===== src/rtl/alu4_pkg.sv =====
package alu4_pkg;

    // Operation selector; the encoding is fixed by the port contract.
    typedef enum logic [1:0] {
        FN_ADD = 2'd0,
        FN_SUB = 2'd1,
        FN_AND = 2'd2,
        FN_XOR = 2'd3
    } alu_fn_e;

    typedef struct packed {
        logic ovf;
        logic zero;
        logic carry;
    } alu_flags_t;

endpackage


===== src/rtl/alu4_addsub.sv =====
// Shared carry chain for add and subtract; subtract inverts b and adds one.
module alu4_addsub #(
    parameter int W = 32
) (
    input  logic [W-1:0] a,
    input  logic [W-1:0] b,
    input  logic         sub,
    output logic [W-1:0] sum,
    output logic         cout,
    output logic         ovf
);
    localparam int MSB = W - 1;

    logic [W-1:0] b_eff;
    logic [W:0]   full;

    always_comb begin
        b_eff = sub ? ~b : b;
        full  = {1'b0, a} + {1'b0, b_eff} + {{W{1'b0}}, sub};
        sum   = full[W-1:0];
        cout  = full[W];
        // Same-sign inputs to the chain with a sign change at the output.
        ovf   = (a[MSB] == b_eff[MSB]) && (sum[MSB] != a[MSB]);
    end
endmodule


===== src/rtl/alu4_bitwise.sv =====
// Per-bit AND and XOR lanes.
module alu4_bitwise #(
    parameter int W = 32
) (
    input  logic [W-1:0] a,
    input  logic [W-1:0] b,
    output logic [W-1:0] and_out,
    output logic [W-1:0] xor_out
);
    for (genvar i = 0; i < W; i++) begin : g_lane
        assign and_out[i] = a[i] & b[i];
        assign xor_out[i] = a[i] ^ b[i];
    end
endmodule


===== src/rtl/alu4_zero_detect.sv =====
// Zero detection as a two-level OR tree over fixed-size groups.
module alu4_zero_detect #(
    parameter int W     = 32,
    parameter int GROUP = 8
) (
    input  logic [W-1:0] value,
    output logic         is_zero
);
    localparam int NGRP = (W + GROUP - 1) / GROUP;
    localparam int PADW = NGRP * GROUP;

    logic [PADW-1:0] padded;
    logic [NGRP-1:0] grp_any;

    assign padded = {{(PADW - W){1'b0}}, value};

    for (genvar g = 0; g < NGRP; g++) begin : g_grp
        assign grp_any[g] = |padded[g*GROUP +: GROUP];
    end

    assign is_zero = ~|grp_any;
endmodule


===== src/rtl/alu4_flags.sv =====
module alu4_flags
    import alu4_pkg::*;
#(
    parameter int W = 32
) (
    input  logic [W-1:0] op_a,
    input  logic [W-1:0] op_b,
    input  logic [1:0]   func_sel,
    output logic [W-1:0] result,
    output logic         flag_ovf,
    output logic         flag_zero,
    output logic         flag_carry
);
    typedef struct packed {
        logic [W-1:0] res;
        alu_flags_t   fl;
    } alu_out_t;

    alu_fn_e      fn;
    logic         is_sub;
    logic [W-1:0] sum;
    logic         cout;
    logic         ovf_arith;
    logic [W-1:0] and_v;
    logic [W-1:0] xor_v;
    logic [W-1:0] res_sel_d;
    logic         zero_d;
    alu_out_t     out_d;

    assign fn     = alu_fn_e'(func_sel);
    assign is_sub = (fn == FN_SUB);

    alu4_addsub #(.W(W)) u_addsub (
        .a    (op_a),
        .b    (op_b),
        .sub  (is_sub),
        .sum  (sum),
        .cout (cout),
        .ovf  (ovf_arith)
    );

    alu4_bitwise #(.W(W)) u_bitwise (
        .a       (op_a),
        .b       (op_b),
        .and_out (and_v),
        .xor_out (xor_v)
    );

    always_comb begin
        unique case (fn)
            FN_ADD,
            FN_SUB:  res_sel_d = sum;
            FN_AND:  res_sel_d = and_v;
            default: res_sel_d = xor_v;
        endcase
    end

    alu4_zero_detect #(.W(W), .GROUP(8)) u_zero (
        .value   (res_sel_d),
        .is_zero (zero_d)
    );

    always_comb begin
        out_d         = '0;
        out_d.res     = res_sel_d;
        out_d.fl.zero = zero_d;
        unique case (fn)
            FN_ADD: begin
                out_d.fl.ovf   = ovf_arith;
                out_d.fl.carry = cout;
            end
            FN_SUB: begin
                out_d.fl.ovf   = ovf_arith;
                out_d.fl.carry = ~cout;     // no carry out means a borrow
            end
            default: begin
                out_d.fl.ovf   = 1'b0;
                out_d.fl.carry = 1'b0;
            end
        endcase
    end

    assign result     = out_d.res;
    assign flag_ovf   = out_d.fl.ovf;
    assign flag_zero  = out_d.fl.zero;
    assign flag_carry = out_d.fl.carry;
endmodule


===== config.mk =====
export PLATFORM = sky130hd
export DESIGN_NAME = alu4_flags
export DESIGN_NICKNAME = d
export VERILOG_FILES = /design/src/rtl/alu4_pkg.sv /design/src/rtl/alu4_addsub.sv /design/src/rtl/alu4_bitwise.sv /design/src/rtl/alu4_zero_detect.sv /design/src/rtl/alu4_flags.sv
export SDC_FILE = /design/constraint.sdc
export NUM_CORES = 1
export LEC_CHECK = 0
export ABC_AREA = 1
export BUFFER_PORTS_ARGS = -buffer_cell sky130_fd_sc_hd__buf_2
export CAP_MARGIN = 20
export CORE_MARGIN = 4
export CORE_UTILIZATION = 50
export DETAILED_ROUTE_END_ITERATION = 16
export PLACE_DENSITY = 0.84
export SLEW_MARGIN = 20
export SYNTH_ARGS = -nofsm -noshare
export SYNTH_HDL_FRONTEND = slang
export SYNTH_SLANG_ARGS = --single-unit

===== constraint.sdc =====
create_clock -name vclk -period 3.5
set_input_delay 0.175 -clock vclk [all_inputs]
set_output_delay 0.175 -clock vclk [all_outputs]
set_load 0.1 [all_outputs]

### Yosys cells after proc, flatten, opt, wreduce, memory -nomap -nowiden

Index checks and enable logic that the tools add are counted.
Widths: inputs -> output; s select.

* register bits: 0
* output and inout port bits: 35
* input port bits: 66

* equality and inequality tests: 4
* muxes and demuxes: 4
* reductions and logical operators: 5
* add/sub/neg operators: 2
* bitwise logic cells: 66

Operator list (count)
* $pmux 32 s2: 1
* $add 32x32->33: 1
* $add 33x1->33: 1
* $and 1x1->1: 32
* $mux 32: 1
* $not 32->32: 1
* $reduce_or 32->1: 1
* $xor 1x1->1: 32
* $eq 2x1->1 const B: 1
* $eq 2x2->1 const B: 1
* $logic_not 2->1: 1
* $pmux 1 s2: 1
* $reduce_or 2->1: 1
* $eq 1x1->1: 1
* $logic_and 1x1->1: 1
* $logic_not 1->1: 1
* $mux 1: 1
* $ne 1x1->1: 1
* $not 1->1: 1

### Depth between registers and ports, before layout

* depth in word-level cells: 7
* mapped depth: 22
* gate-level depth less buffers: 21

### By module

Synthesis repeated with hierarchy kept, for this count alone.

* cells, all modules: 636
* area, all modules: 3602.2 µm²

By module, submodules not included
* alu4_addsub: instances 1, cells each 419, area an instance 2346.0 µm², seq. area each 0.0 µm²
* alu4_flags: instances 1, cells each 154, area an instance 739.5 µm², seq. area each 0.0 µm²
* alu4_bitwise: instances 1, cells each 32, area an instance 400.4 µm², seq. area each 0.0 µm²
* alu4_zero_detect: instances 1, cells each 31, area an instance 116.4 µm², seq. area each 0.0 µm²

### Worst setup path before layout

OpenSTA, ideal clock, no wires.

* kind: input to output
* start point: input port func_sel[1]
* end point: output port flag_zero
* cell stages on the path: 19
* required time: 3.325 ns
* data arrival time: 4.592 ns
* setup slack: -1.267 ns
* cell sequence: buf_6 > inv_6 > nand2_4 > clkbuf_1 > xnor2_1 > ha_1 > nand2_1 > inv_2 > a21oi_2 > nor2_1 > nor2_1 > nand2_1 > nand2_1 > nand3_1 > nand3_1 > nand3_1 > nor3_1 > nand2_1 > nor2_1

* longest elaborated chain between the ends: 7
* elaborated cells on any way between the ends: 10

RTL lines
* start: declaration: line alu4_flags.sv:8 `input logic [1:0] func_sel,`
* $eq 2x1->1: line alu4_flags.sv:31, alu4_flags.sv:50
* $mux 32: line alu4_addsub.sv:18 `b_eff = sub ? ~b : b;`
* $add 32x32->33: line alu4_addsub.sv:19 `full = {1'b0, a} + {1'b0, b_eff} + {{W{1'b0}}, sub};`
* $add 33x1->33: line alu4_addsub.sv:19
* $pmux 32 s2 *: line alu4_flags.sv:50 `unique case (fn)`
* via result[19]: line alu4_flags.sv:9 `output logic [W-1:0] result,`
* $reduce_or 32->1 *: line alu4_zero_detect.sv:21 `assign is_zero = ~|grp_any;`
* $logic_not 1->1 *: line alu4_zero_detect.sv:21
* end: declaration: line alu4_flags.sv:11 `output logic flag_zero,`

The timed path passes the listed nets; every way through them passes the cells marked *.

### Final worst setup path

* start point: input port func_sel[1]
* end point: output port flag_zero

* longest elaborated chain between the ends: 7
* elaborated cells on any way between the ends: 10

RTL lines (line)
* $eq 2x1->1: alu4_flags.sv:31, alu4_flags.sv:50
* $mux 32: alu4_addsub.sv:18
* $add 32x32->33: alu4_addsub.sv:19
* $add 33x1->33: alu4_addsub.sv:19
* $pmux 32 s2 *: alu4_flags.sv:50
* $reduce_or 32->1 *: alu4_zero_detect.sv:21
* $logic_not 1->1 *: alu4_zero_detect.sv:21

Mark *: on every way between the ends. The rest lies on a longest branch, timed or not.

==> impl_metrics.yaml <==
outcome:
  outcome: "finished, final reports clean"
yosys:
  synth_area_sq_um: 4014
  post-synth-top-count-cell: "sky130_fd_sc_hd__nand2_1"
  post_synth_main_area_contributors: "sky130_fd_sc_hd__nand2_1 22%, sky130_fd_sc_hd__ha_1 22%, sky130_fd_sc_hd__inv_1 10%, sky130_fd_sc_hd__nand3_1 7.4%, sky130_fd_sc_hd__xnor2_1 6.5%"
  synth.distinct_cells: 32
  synth_area_per_cell_sq_um: 5.529
  synthesis.nets: 864
  yosysWarnings: 0
  synthDominantCellAreaShare: 0.2235
  synthesis.instances: 726
  ys_seq_area_frac: 0
  synth_area_leader_cell: "sky130_fd_sc_hd__nand2_1"
  synthTopCellsByCount: "239 x sky130_fd_sc_hd__nand2_1, 107 x sky130_fd_sc_hd__inv_1, 71 x sky130_fd_sc_hd__ha_1, 59 x sky130_fd_sc_hd__nand3_1, 51 x sky130_fd_sc_hd__nor2_1"
detailed_routing:
  via_per_inst: 5.274
  drc: 0
  avgRoutedWirePerCell_um: 13.44
  vias: 4884
  detailedRoute.firstPassIterationCount: 5
  detail_route.iter0.violations: 373
  postRouteAntennaNets: 0
  totalWireLength_um: 12450
finish:
  area.sequential_sq_um: 0
  nets: 964
  layout-drive-gt1-share: 0.2184
  design.seq.count: 0
  antenna_cells: 0
  areaGrowthSynthToFinish_pct: 20.36
  num-clock-buffers: 0
  finalInstanceArea_sq_um: 4831
placement:
  hpwl_um: 10610
  place_ws_ps: 32.64
  gp_congestion: 1.045
  area_after_dpl_sq_um: 4802
  io_buffers: 101
setup_path:
  arrival_ps: 3110
  critical_path_required_ps: 3320
  start_kind: "primary input"
  worst_setup_path_startpoint: "func_sel[1]"
  timing.critical_path.fanout_max: 14
  timing_worst_setup_path_type: "in -> out"
  cp-end-kind: "primary output"
global_routing:
  global_route.overflow_total: 0
  gr-usage-all-layers: 0.2496
  antenna_violations_before_repair: 0
  largest_net_degree_at_the_start_of_global_routing: 32
  grt_pass1_wl_um: 20640
  vias_in_the_first_global_route: 4538
sta:
  fin_crit_ps: 3284
  max_freq_ghz: 0.3045
  period_share: 0.9382
  tightestPinTransition_ps: 642.0
  hold_viol_final: 0
  slew_headroom: 0.5714
  timing.final.setup_violations: 0
  maxSlewViolCount: 0
  fin_worst_hold_slack_ps: 723.4
  finalSetupTns_ps: 0
  layout_setup_ws_ps: 216.2
  setup_repair_after_global_routing_missed_its_margin: "no"
floorplan:
  core.rowCount: 32
  die_y_um: 97.60
  boundaryPins: 101
  floorplan.die.width_um: 97.60
  placeableCoreArea_sq_um: 7767
  start_util: 0.5168
  die_area_sq_um: 9525
min_path:
  min-delay-path-class: "in -> out"
  startpoint_of_the_worst_hold_path: "op_a[31]"
  min_delay_path_depth: 3
  worstHoldEndpoint: "flag_ovf"
clocking:
  postCtsHoldBufs: 0
power:
  cellPowerDensity_nw_per_um2: 323.4
  power.leakage_nw: 2.837
  vdd.ir_drop.worst_mv: 0.2467
flow_run:
  timing.max_cap.violations: 0
cell usage in the layout, fill, tap and decap left out, types with 16 or more instances in the layout:
master,instances
sky130_fd_sc_hd__buf_2,95
sky130_fd_sc_hd__a21oi_1,30
sky130_fd_sc_hd__nor2_1,50
sky130_fd_sc_hd__inv_2,25
sky130_fd_sc_hd__inv_1,107
sky130_fd_sc_hd__a22o_1,25
sky130_fd_sc_hd__nand2_2,16
sky130_fd_sc_hd__nand3_1,55
sky130_fd_sc_hd__xnor2_1,29
sky130_fd_sc_hd__ha_1,71
sky130_fd_sc_hd__nand2_1,232
critical path, cell delays in order:
cell and delay [ps]:
sky130_fd_sc_hd__buf_2 130, sky130_fd_sc_hd__inv_6 70, sky130_fd_sc_hd__nand2_4 150, sky130_fd_sc_hd__buf_12 210, sky130_fd_sc_hd__xnor2_1 130, sky130_fd_sc_hd__ha_1 380, sky130_fd_sc_hd__nand2_1 130, sky130_fd_sc_hd__nor2_1 250
sky130_fd_sc_hd__nand2_1 150, sky130_fd_sc_hd__nor2_1 120, sky130_fd_sc_hd__nand2_1 120, sky130_fd_sc_hd__nand2_1 100, sky130_fd_sc_hd__nand2_1 50, sky130_fd_sc_hd__nand3_1 70, sky130_fd_sc_hd__nand2_1 90, sky130_fd_sc_hd__inv_2 70
sky130_fd_sc_hd__nand3_1 110, sky130_fd_sc_hd__nor2_1 160, sky130_fd_sc_hd__nand3_1 130, sky130_fd_sc_hd__nor2_4 120, sky130_fd_sc_hd__buf_12 180
per-stage QoR:
step | util | std cells | power [W]
2_1_floorplan | - | 726 | 0.001196
3_3_place_gp | 0.6182 | 926 | 0.001525
3_5_place_dp | 0.6182 | 926 | 0.001535
4_1_cts | 0.6182 | 926 | 0.001541
5_1_grt | 0.6219 | 926 | 0.001687
6_report | 0.6219 | 926 | 0.001562
cell families (layout without fill, tap and decap cells):
| logic type | after synthesis | after routing | synth area share |
|---|---|---|---|
| AOI/OAI and AO/OA | 79 | 79 | 0.1325 |
| adders and majority gates | 72 | 72 | 0.2263 |
| buffers and inverters | 146 | 244 | 0.1443 |
| and+or+nand+nor | 398 | 398 | 0.4292 |
| xor gates and xnor gates | 31 | 31 | 0.06764 |
worst max path at each step:
stage                     end  depth (start not counted)  slack (ps)
finish              flag_zero                         21         220
floorplan           flag_zero                         20        -230
CTS                 flag_zero                         23          50
global route        flag_zero                         23           6
detailed placement  flag_zero                         23          30
global placement    flag_zero                         23         110
routing by layer:
| layer | vias up | GRT usage | wire [um] |
|---|---|---|---|
| met5 | - | 0 | 0 |
| met4 | 0 | 0.04153 | 151 |
| met3 | 15 | 0.02082 | 947 |
| met2 | 189 | 0.4128 | 5551 |
| met1 | 2170 | 0.3566 | 5796 |
| li1 | 2510 | - | - |
where the power goes:
group	internal, W	total, W	switching [W]
logic	0.000422	0.00156	0.00114
registers	0	0	0
clock network	0	0	0
area by class of cell:
type	count	area (sq um)
multi-input combinational	580	3503
fill	793	2937
timing repair buffer	111	695.7
inverter	133	504.2
tap	102	127.6
what timing repair did:
item | 4_1_cts | 5_1_grt
gates resized for setup | 0 | 7
endpoints found under the setup margin | 0 | 1
setup buffers | 0 | 0
Note: power is estimated with default switching activity, not from simulation.
